## src/rtl/sadc_pkg.sv

```systemverilog
package sadc_pkg;

  // Sequencer phase of one conversion-and-readout frame.
  typedef enum logic [1:0] {
    PH_IDLE = 2'd0,
    PH_CONV = 2'd1,
    PH_XFER = 2'd2
  } sadc_phase_e;

endpackage

```

## src/rtl/sadc_tick.sv

```systemverilog
// Half-period clock-enable for the serial clock. It counts only while run is high.
module sadc_tick #(
  parameter int unsigned HALF_CYC = 2
) (
  input  logic clk,
  input  logic rst_n,
  input  logic run,
  output logic tick
);
  localparam int unsigned HW = (HALF_CYC < 2) ? 1 : $clog2(HALF_CYC);
  localparam logic [HW-1:0] H_LAST = HW'(HALF_CYC - 1);

  logic [HW-1:0] cnt_q, cnt_d;

  always_comb begin
    tick  = run && (cnt_q == H_LAST);
    cnt_d = cnt_q;
    if (!run || tick) cnt_d = '0;
    else              cnt_d = cnt_q + HW'(1);
  end

  always_ff @(posedge clk or negedge rst_n) begin
    if (!rst_n) cnt_q <= '0;
    else        cnt_q <= cnt_d;
  end
endmodule

```

## src/rtl/sadc_shift.sv

```systemverilog
// Capture shift register plus the held result register.
module sadc_shift #(
  parameter int unsigned DATA_W = 12
) (
  input  logic              clk,
  input  logic              rst_n,
  input  logic              cap_en,
  input  logic              sdo,
  input  logic              load,
  output logic [DATA_W-1:0] word
);
  logic [DATA_W-1:0] sh_q, sh_d;
  logic [DATA_W-1:0] word_q, word_d;

  always_comb begin
    sh_d   = cap_en ? {sh_q[DATA_W-2:0], sdo} : sh_q;
    word_d = load ? sh_q : word_q;
  end

  always_ff @(posedge clk or negedge rst_n) begin
    if (!rst_n) begin
      sh_q   <= '0;
      word_q <= '0;
    end else begin
      sh_q   <= sh_d;
      word_q <= word_d;
    end
  end

  assign word = word_q;
endmodule

```

## src/rtl/sadc_seq.sv

```systemverilog
// Frame sequencer: strobe timing, serial clock and edge counting, handshake.
module sadc_seq
  import sadc_pkg::*;
#(
  parameter int unsigned DATA_W    = 12,
  parameter int unsigned CONV_CYC  = 40,
  parameter int unsigned TAIL_CLKS = 2
) (
  input  logic clk,
  input  logic rst_n,
  input  logic start,
  input  logic tick,
  output logic run,
  output logic conv,
  output logic sck,
  output logic busy,
  output logic done,
  output logic cap_en,
  output logic load
);
  localparam int unsigned NCLK = DATA_W + TAIL_CLKS;
  localparam int unsigned CW   = (CONV_CYC < 2) ? 1 : $clog2(CONV_CYC);
  localparam int unsigned EW   = $clog2(NCLK + 1);
  localparam logic [CW-1:0] C_LAST = CW'(CONV_CYC - 1);
  localparam logic [EW-1:0] E_DATA = EW'(DATA_W);
  localparam logic [EW-1:0] E_ALL  = EW'(NCLK);

  sadc_phase_e ph_q, ph_d;
  logic [CW-1:0] ccnt_q, ccnt_d;
  logic [EW-1:0] edg_q, edg_d;
  logic conv_q, conv_d, sck_q, sck_d, busy_q, busy_d, done_q, done_d;
  logic rise, fall, fin;

  always_comb begin
    rise   = (ph_q == PH_XFER) && tick && !sck_q;
    fall   = (ph_q == PH_XFER) && tick && sck_q;
    fin    = fall && (edg_q == E_ALL);
    cap_en = rise && (edg_q < E_DATA);

    ph_d   = ph_q;
    ccnt_d = ccnt_q;
    edg_d  = edg_q;
    conv_d = conv_q;
    sck_d  = sck_q;
    busy_d = busy_q;
    done_d = 1'b0;

    unique case (ph_q)
      PH_IDLE: begin
        if (start) begin
          ph_d   = PH_CONV;
          conv_d = 1'b1;
          busy_d = 1'b1;
          ccnt_d = '0;
        end
      end
      PH_CONV: begin
        if (ccnt_q == C_LAST) begin
          ph_d   = PH_XFER;
          conv_d = 1'b0;
          edg_d  = '0;
          sck_d  = 1'b0;
        end else begin
          ccnt_d = ccnt_q + CW'(1);
        end
      end
      PH_XFER: begin
        if (rise) begin
          sck_d = 1'b1;
          edg_d = edg_q + EW'(1);
        end
        if (fall) begin
          sck_d = 1'b0;
          if (fin) begin
            ph_d   = PH_IDLE;
            busy_d = 1'b0;
            done_d = 1'b1;
          end
        end
      end
      default: ph_d = PH_IDLE;
    endcase
  end

  always_ff @(posedge clk or negedge rst_n) begin
    if (!rst_n) begin
      ph_q   <= PH_IDLE;
      ccnt_q <= '0;
      edg_q  <= '0;
      conv_q <= 1'b0;
      sck_q  <= 1'b0;
      busy_q <= 1'b0;
      done_q <= 1'b0;
    end else begin
      ph_q   <= ph_d;
      ccnt_q <= ccnt_d;
      edg_q  <= edg_d;
      conv_q <= conv_d;
      sck_q  <= sck_d;
      busy_q <= busy_d;
      done_q <= done_d;
    end
  end

  assign run  = (ph_q == PH_XFER);
  assign conv = conv_q;
  assign sck  = sck_q;
  assign busy = busy_q;
  assign done = done_q;
  assign load = fin;
endmodule

```

## src/rtl/sadc_ctrl.sv

```systemverilog
module sadc_ctrl #(
  parameter int unsigned DATA_W    = 12,
  parameter int unsigned CONV_CYC  = 40,
  parameter int unsigned HALF_CYC  = 2,
  parameter int unsigned TAIL_CLKS = 2
) (
  input  logic              clk,
  input  logic              rst_n,
  input  logic              start,
  output logic              busy,
  output logic              done,
  output logic [DATA_W-1:0] data,
  output logic              adc_conv,
  output logic              adc_sck,
  input  logic              adc_sdo
);
  logic run, tick, cap_en, load;

  sadc_tick #(.HALF_CYC(HALF_CYC)) u_tick (
    .clk(clk), .rst_n(rst_n), .run(run), .tick(tick)
  );

  sadc_seq #(
    .DATA_W(DATA_W), .CONV_CYC(CONV_CYC), .TAIL_CLKS(TAIL_CLKS)
  ) u_seq (
    .clk(clk), .rst_n(rst_n), .start(start), .tick(tick), .run(run),
    .conv(adc_conv), .sck(adc_sck), .busy(busy), .done(done),
    .cap_en(cap_en), .load(load)
  );

  sadc_shift #(.DATA_W(DATA_W)) u_shift (
    .clk(clk), .rst_n(rst_n), .cap_en(cap_en), .sdo(adc_sdo),
    .load(load), .word(data)
  );
endmodule

```

## config.mk

```make
export PLATFORM = sky130hd
export DESIGN_NAME = sadc_ctrl
export DESIGN_NICKNAME = d
export VERILOG_FILES = /design/src/rtl/sadc_pkg.sv /design/src/rtl/sadc_tick.sv /design/src/rtl/sadc_shift.sv /design/src/rtl/sadc_seq.sv /design/src/rtl/sadc_ctrl.sv
export SDC_FILE = /design/constraint.sdc
export NUM_CORES = 1
export LEC_CHECK = 0
export ABC_AREA = 1
export BUFFER_PORTS_ARGS = -buffer_cell sky130_fd_sc_hd__buf_2
export CORE_ASPECT_RATIO = 1.75
export CORE_UTILIZATION = 25
export CTS_CLUSTER_DIAMETER = 80
export CTS_CLUSTER_SIZE = 28
export DETAILED_ROUTE_END_ITERATION = 16
export PLACE_DENSITY = 0.4
export SLEW_MARGIN = 10
export SYNTH_ARGS = -nofsm -noshare
export SYNTH_HDL_FRONTEND = slang
export SYNTH_SLANG_ARGS = --single-unit
```

## constraint.sdc

```tcl
create_clock -name clk -period 1.8 [get_ports clk]
set_input_delay 0.09 -clock clk [delete_from_list [all_inputs] [get_ports clk]]
set_output_delay 0.09 -clock clk [all_outputs]
set_load 0.02 [all_outputs]
```

# Word level (Yosys, flattened, before mapping)
# Cells that the tools add are included.
dict set report totals {
  register_bits 41
  inputBits 4
  word_cells 68
}
dict set report classes {
  addsub 3
  magnitude_cmp 1
  n_eq_ne 11
  mux 24
  n_reduce_logical 19
}
# operator count
set ops {}
lappend ops {{6-bit 2-to-1 mux} 2}
lappend ops {{6-bit case mux with 2 select lines} 1}
lappend ops {{3-bit AND reduction} 4}
lappend ops {{1-bit 2-to-1 mux} 10}
lappend ops {{2-bit 2-to-1 mux} 4}
lappend ops {{4-bit 2-to-1 mux} 2}
lappend ops {{2-bit by 1-bit != test with 1-bit output (second input constant)} 4}
lappend ops {{4-bit case mux with 2 select lines} 1}
lappend ops {{4-bit AND reduction} 2}
lappend ops {{6-bit by 1-bit adder with 6-bit output (second input constant)} 1}
lappend ops {{6-bit equality test (second input constant)} 1}
lappend ops {{1-bit logical AND} 6}
lappend ops {{1-bit case mux with 2 select lines} 3}
lappend ops {{2-bit case mux with 3 select lines} 1}
lappend ops {{2-bit nonzero test} 3}
lappend ops {{4-bit by 1-bit adder with 4-bit output (second input constant)} 1}
lappend ops {{4-bit equality test (second input constant)} 1}
lappend ops {{4-bit < comparator (second input constant)} 1}
lappend ops {{2-bit != test (second input constant)} 2}
lappend ops {{3-bit by 1-bit != test with 1-bit output (second input constant)} 1}
lappend ops {{2-bit by 1-bit equality test with 1-bit output (second input constant)} 1}
lappend ops {{2-bit equality test (second input constant)} 1}
lappend ops {{1-bit logical NOT} 2}
lappend ops {{2-bit logical NOT} 1}
lappend ops {{2 further kinds} 2}

# Longest topological paths before layout
# Gate-level depths: netlist (run 1).
dict set report logic_depth {
  word_depth 8
  ltp_mapped 9
  depth_no_buf 9
}

# Hierarchy
# Synthesis (run 1) repeated with hierarchy kept, for this count alone.
dict set report unflattened {
  cells_unflattened 232
  area_unflattened_um2 1945.6
}
# module instances cells_each area_per_inst_um2 seq_area_each_um2
set by_module_without_submodules {}
lappend by_module_without_submodules {sadc_seq 1 125 987.2 400.4}
lappend by_module_without_submodules {sadc_shift 1 102 915.9 600.6}
lappend by_module_without_submodules {sadc_tick 1 5 42.5 25.0}

# Worst setup path before layout (run 1)
# Ideal clock, no wire load.
dict set report synth_timing {
  kind {reg-to-reg}
  start {reg u_seq.ph_q[0]}
  end {reg u_seq.busy_q, in the netlist u_seq.busy}
  arrival_ns 1.267
  path_slack_ns 0.404
  path_stages_with_launch 10
  cell_sequence {dfrtp_1 inv_1 ha_1 nand2_4 nor2_4 nand2_4 nand2_2 nand2_2 nand2_1 o21ai_1}
}
dict set report synth_between {
  elab_chain_len 7
  elab_cells_between_ends 12
  cone_classes {4 x eq/ne; 1 x mux; 7 x reduce/logical}
}
# element line
set synth_lines {}
lappend synth_lines {{start: declaration} sadc_seq.sv:28} ;# sadc_phase_e ph_q, ph_d;
lappend synth_lines {{start signal: assignment} sadc_seq.sv:95} ;# ph_q <= ph_d;
lappend synth_lines {{2-bit equality test} {sadc_seq.sv:36, sadc_seq.sv:48, sadc_seq.sv:105}}
lappend synth_lines {{1-bit logical AND} sadc_tick.sv:16} ;# tick = run && (cnt_q == H_LAST);
lappend synth_lines {{1-bit logical AND (2 in a row)} sadc_seq.sv:36} ;# fall = (ph_q == PH_XFER) && tick && sck_q;
lappend synth_lines {{1-bit logical AND} sadc_seq.sv:37} ;# fin = fall && (edg_q == E_ALL);
lappend synth_lines {{2-bit by 1-bit != test with 1-bit output (no source line)} --}
lappend synth_lines {{4-bit AND reduction (no source line)} --}
lappend synth_lines {{end signal: assignment} sadc_seq.sv:100} ;# busy_q <= busy_d;
lappend synth_lines {{end: declaration} sadc_seq.sv:31} ;# logic conv_q, conv_d, sck_q, sck_d, busy_q, busy_d, done_q, done_d;
# Several ways; a longest one is shown, not always the timed one.
# A chain may end at the register's enable or synchronous reset.

# Final worst setup path (run 1)
dict set report layout_timing {
  start {reg u_seq.ph_q[0]}
  end {reg u_shift.word_q[0], in the netlist u_shift.word[0]}
}
dict set report layout_between {
  elab_chain_len 5
}
# element line
set layout_lines {}
lappend layout_lines {{2-bit equality test (*)} {sadc_seq.sv:36, sadc_seq.sv:105}}
lappend layout_lines {{1-bit logical AND} sadc_tick.sv:16}
lappend layout_lines {{1-bit logical AND (*) (2 in a row)} sadc_seq.sv:36}
lappend layout_lines {{1-bit logical AND (*)} sadc_seq.sv:37}
lappend layout_lines {{end signal: assignment} sadc_shift.sv:26} ;# word_q <= word_d;
lappend layout_lines {{end: declaration} sadc_shift.sv:13} ;# logic [DATA_W-1:0] word_q, word_d;
# Every way passes the cells marked *; elsewhere a longest branch is shown, timed or not.

==> flow_summary.ini, run 1 <==
[layout]
drive_gt1_share_pct = 29.0
nNetsFinal = 257
utilization_pct = 30.5
areaGrowthSynthToFinish_pct = 18.2
num_antenna_cells = 0
stdcell_area_mm2 = 0.00243

[synth]
ys_types = 24
seq_area_frac_synth_pct = 49.9
netlist_instances = 222
yosysWarnings = 0
ys_seq_elements = 41
synth_area_mm2 = 0.00206
avgSynthCellArea_um2 = 9.26
synth_nets = 232

[setup_path]
path_class = register to register
critical_path_arrival_ps = 1780
r2r_start = u_seq.ph_q[0]
cp-endpoint = u_shift.word[0]
rrSetupSlack_ps = 190
worst_path_largest_cell_delay_ps = 390
endpoint_kind = register
start_kind = register
cp_max_fo = 24
required_ps = 1970
cp_cell_sequence = inv_1, ha_1, nand2_4, nor2_4, nand2_4, buf_4, nand2_1, o21ai_2
crit_top_cell = nand2_4
reg2reg_to = u_shift.word[0]
timing.critical_path.from = u_seq.ph_q[0]
reg2regPathDepth = 8
cp_slowest_cell = dfrtp_1

[placed_design]
port_buffers = 19
dp_hpwl_um = 3100
gp_congestion = 0.710
place_area_mm2 = 0.00223

[die]
die_area_mm2 = 0.00860
start_util_pct = 25.8
fp.dieW_um = 70.5
io_pins = 20
rows = 43
fp.dieH_um = 122
fp.coreArea_mm2 = 0.00796

[sta]
rsz0062_at_grt = false
worst_pin_slew_ps = 398
hold_violations = 0
slew-limit-headroom_pct = 73.4
fin_setup_tns_ps = 0
clock-skew-final_ps = 5.16
layout_min_cycle_time_ps = 1610
clock.fmax_mhz = 622
slew_violations = 0
setup_viol = 0
period_share_pct = 89.3

[cts]
htree_levels = 2
path_clk_slew_ps = 60
clkSinkCount = 41
clk-insertion-delay-late_ps = 280
tritoncts = built
cts.path.max_buffers = 2
cts_root_buffer = clkbuf_16
cts-buffers-inserted = 5
postCtsResizedCells = 0

[global_routing]
track_usage_pct = 11.1
grt_pass1_wl_um = 7330
antenna_found_initial = 0
grt_pass1_vias = 1569
grt_max_degree = 25
gr-total-overflow = 0

[power_and_ir_drop]
internal_power_mw = 2.12
powerDensity_mw_per_mm2 = 1310
power_leakage_nw = 1.19
clkPwrFrac_pct = 36.5
swShare_pct = 33.0
peakVddDrop_uv = 547
p_total_mw = 3.17
switchingPower_mw = 1.05
seqPwrFrac_pct = 36.1
comb_power_share_pct = 27.3

[job]
maxCapViolCount = 0

[detailed_routing]
post-route-drc-count = 2
wl_per_cell_um = 12.2
drt-initial-drc-count = 50
ant_nets = 0
totalWireLength_um = 4120
post_drt_via_cell_ratio = 4.33
num_vias = 1464
dr.pass1.iters = 10

[run_status]
violations = design-rule violations
status = complete, but fails checks

[worst_hold_path]
min_path_type = input port to register
min-delay-start = adc_sdo
min_path_cells = 3
-- placed cells by master, fill, tap and decap left out, types with 2 or more instances in the layout --
cell type and n:
a21oi_2 2, buf_2 19, buf_4 4, bufinv_16 2
clkbuf_16 5, dfrtp_1 41, ha_1 6, inv_1 26
nand2_1 64, nand2_2 4, nand2_4 3, nand3_1 9
nand3_2 3, nand4_1 4, nor2_1 9, nor2_4 3
o21ai_0 8, o21ai_1 4, o21ai_2 23
-- registers in the layout (all words and copies together), names as in the netlist --
signal	flops
u_shift.sh_q	12
u_shift.word	12
u_seq.ccnt_q	6
u_seq.edg_q	4
u_seq.ph_q	2
u_seq.busy	1
u_seq.conv	1
u_seq.done	1
u_seq.sck	1
u_tick.cnt_q	1
-- worst min-delay path by stage --
stage                            endpoint  slack, ps
after global routing      u_shift.sh_q[0]         60
after detailed placement  u_seq.ccnt_q[5]         50
final                     u_shift.sh_q[0]         50
after global placement    u_seq.ccnt_q[5]         50
after CTS                 u_shift.sh_q[0]         40
after floorplan                u_seq.busy       -210
-- Yosys cell counts --
master	number	area share (%)
a21oi_1	1	0.24
a21oi_2	2	0.85
buf_4	1	0.37
buf_6	5	2.7
dfrtp_1	41	50
ha_1	6	3.7
inv_1	26	4.7
inv_2	1	0.18
nand2_1	64	12
nand2_2	4	1.2
nand2_4	3	1.6
nand3_1	9	2.2
nand3_2	3	1.5
nand3b_1	1	0.37
nand4_1	4	1.2
nor2_1	9	1.6
nor2_2	1	0.30
nor2_4	3	1.6
o21ai_0	8	1.9
o21ai_1	4	0.97
o21ai_2	23	9.8
o21bai_1	1	0.37
or2_4	1	0.43
xnor2_1	1	0.43
-- per-layer routing --
| layer | GRT usage (%) | wire, um | up-vias |
|---|---|---|---|
| li1 | - | - | 750 |
| met1 | 11.7 | 1680 | 689 |
| met2 | 20.8 | 2250 | 20 |
| met3 | 2.81 | 116 | 5 |
| met4 | 4.88 | 69 | 0 |
| met5 | 0 | 0 | - |
-- area by class of cell --
type,count,area [um^2]
fill,869,5530
sequential,41,1030
multi-input combinational,148,865
timing repair buffer,24,135
clock buffer,5,125
tap,90,113
inverter,27,101
clock inverter,3,65.1
-- through the flow --
stage	hold slack (ps)	cells	worst slack [ps]
5_1_grt	62.5	338	69.6
2_1_floorplan	-206	222	404
6_report	50.8	338	193
3_3_place_gp	51.4	329	221
4_1_cts	37.2	338	183
3_5_place_dp	46.5	329	191
-- worst max-delay path, delay by kind of cell, from the launching register on --
| family | cells | cell delay [ps] |
|---|---|---|
| AO/OA/AOI/OAI | 1 | 50 |
| AND/OR/NAND/NOR | 4 | 400 |
| flip-flops | 1 | 390 |
| adder cells (fa/ha/maj) | 1 | 330 |
| buffers and inverters | 2 | 310 |
-- logic make-up (layout without fill, tap and decap cells) --
| kind of cell | count (synthesis) | count (layout) | share of synthesized area, % |
|---|---|---|---|
| compound gates | 39 | 39 | 14.2 |
| xor+xnor | 1 | 1 | 0.426 |
| fa+ha+maj | 6 | 6 | 3.65 |
| buf+inv | 33 | 59 | 8.03 |
| flops | 41 | 41 | 49.9 |
| simple gates | 102 | 102 | 23.8 |
-- power groups by stage --
| stage | registers (mW) | logic (mW) | clock network, mW |
|---|---|---|---|
| finish | 1.15 | 0.868 | 1.16 |
| global route | 1.17 | 1.00 | 1.23 |
| CTS | 1.15 | 0.890 | 1.21 |
| detailed placement | 1.17 | 0.883 | 0 |
| global placement | 1.17 | 0.888 | 0 |
| floorplan | 1.18 | 0.675 | 0 |
-- repair_timing --
item | 4_1_cts | 5_1_grt
hold buffers | 1 | 0
buffers inserted | 0 | 0
hold endpoints to repair | 14 | 0
No activity file was read; power rests on OpenSTA's default activity.
==> inputs of run 2 (changes only) <==
PLACE_DENSITY = not set   (was 0.4)
PLACE_DENSITY_LB_ADDON = 0.08   (was not set)
==> run 2 against run 1 <==
  * The flow still finishes with violations (design-rule violations)
  * Die area unchanged
  * Via count down 0.14%
  * Cell count unchanged
  * Fmax up 5.2%
  * Global-route usage up 0.45 points
  * Sequential cell count unchanged
  * Sequential share of layout area up 0.087 points
  * Clock power down 9%
  * Clock skew down 2.6 ps
  * Critical path depth down 1
  * Combinational power up 2.8%
==> flow_summary.ini, run 2 (same netlist as run 1, synthesis figures left out) <==
[run_status]
status = complete, but fails checks
violations = design-rule violations

[placed_design]
place_area_mm2 = 0.00224
dp_hpwl_um = 3090
place_ws_ps = 260
dp_cells = 329
port_buffers = 19
gp_congestion = 0.705

[setup_path]
timing.critical_path.from = u_seq.ph_q[0]
path_class = register to register
start_kind = register
required_ps = 1990
critical_path_arrival_ps = 1720
r2r_start = u_seq.ph_q[0]
cp_max_fo = 12
endpoint_kind = register

[die]
io_pins = 20
fp.dieH_um = 122
fp.coreArea_mm2 = 0.00796
start_util_pct = 25.8
rows = 43
fp.dieW_um = 70.5
die_area_mm2 = 0.00860

[sta]
slew-limit-headroom_pct = 65.2
setup_viol = 0
fin_setup_tns_ps = 0
clock.fmax_mhz = 654
slew_violations = 0
layout_setup_ws_ps = 271
clock-skew-final_ps = 2.53
rsz0062_at_grt = false
layout_min_cycle_time_ps = 1530
worst_pin_slew_ps = 522
period_share_pct = 84.9
holdWs_ps = 40.4
hold_violations = 0

[power_and_ir_drop]
p_total_mw = 3.10
swShare_pct = 34.3
peakVddDrop_uv = 595
internal_power_mw = 2.04
power_leakage_nw = 1.19
powerDensity_mw_per_mm2 = 1280
clkPwrFrac_pct = 34.3
comb_power_share_pct = 28.8
seqPwrFrac_pct = 36.9
switchingPower_mw = 1.06

[job]
maxCapViolCount = 0

[detailed_routing]
post_drt_via_cell_ratio = 4.33
ant_nets = 0
dr.pass1.iters = 10
totalWireLength_um = 4300
wl_per_cell_um = 12.7
post-route-drc-count = 2
num_vias = 1462
drt-initial-drc-count = 47

[layout]
layout.cells.non_filler = 338
utilization_pct = 30.5
areaGrowthSynthToFinish_pct = 18.0
seqCellArea_mm2 = 0.00103
stdcell_area_mm2 = 0.00242
drive_gt1_share_pct = 28.6
layout_commonest_cell = nand2_1
num_antenna_cells = 0
final_cell_mix = 64 x nand2_1, 41 x dfrtp_1, 26 x inv_1, 23 x o21ai_2, 19 x buf_2
nNetsFinal = 257
n_fill_cell = 856
multi_input_area_um2 = 865

[global_routing]
gr-total-overflow = 0
grt_max_degree = 25
grt_pass1_wl_um = 7450
grt_pass1_vias = 1575
track_usage_pct = 11.6
antenna_found_initial = 0

[cts]
post-cts-setup-buffers = 0
cts_root_buffer = clkbuf_16
cts-buffers-inserted = 5
cts_hold_buf = 1
cts.path.max_buffers = 2
htree_levels = 2
path_clk_slew_ps = 60
clk-insertion-delay-late_ps = 280
tritoncts = built
postCtsResizedCells = 0
clkSinkCount = 41

[worst_hold_path]
min_path_type = input port to register
min-delay-start = adc_sdo
run 2: cell types whose count changed in the layout (fill, tap and decap cells not counted):
| cell | previous run | this run |
|---|---|---|
| buf_12 | 0 | 1 |
| buf_4 | 4 | 3 |
| bufinv_16 | 2 | 1 |
| clkbuf_1 | 0 | 1 |
| clkbuf_8 | 0 | 1 |
| clkinv_2 | 1 | 0 |
run 2: final timing paths:
check	to	slack, ps	cells past startpoint
setup / recovery	u_seq.ccnt_q[4]	270	7
max in group asynchronous	u_seq.ph_q[1]	970	3
hold / removal	u_shift.sh_q[0]	40	3
hold reg to reg	u_seq.conv	470	2
setup reg to reg	u_seq.ccnt_q[4]	270	7
min in group asynchronous	u_seq.conv	330	2
run 2: worst max-delay path, cell delays in order, from the launching register on:
cell and delay (ps):
dfrtp_1 400, inv_1 90, ha_1 270, inv_2 60, or2_4 250, nand3_2 190
nand2_1 80, o21ai_0 90
run 2: metal layers:
layer / global-route usage [%] / up-vias / part of all wire (%)
met5: 0 / - / 0
met4: 6.25 / 0 / 2.8
met3: 2.48 / 7 / 2.9
met2: 21.2 / 21 / 52
met1: 12.3 / 687 / 42
li1: - / 747 / -
run 2: power by group through the flow:
stage | combinational [mW] | sequential [mW] | clock [mW]
floorplan | 0.675 | 1.18 | 0
global placement | 0.914 | 1.16 | 0
detailed placement | 0.906 | 1.16 | 0
CTS | 0.912 | 1.14 | 1.10
global route | 1.02 | 1.17 | 1.13
finish | 0.892 | 1.14 | 1.06
run 2: area by class of cell:
type                    count  area share, %
well taps                  90           4.64
flip-flops and latches     41           42.3
clock inverters             1           1.24
repair buffers             24           6.09
clock buffers               7           5.88
multi-input cells         148           35.7
inverters                  27           4.18
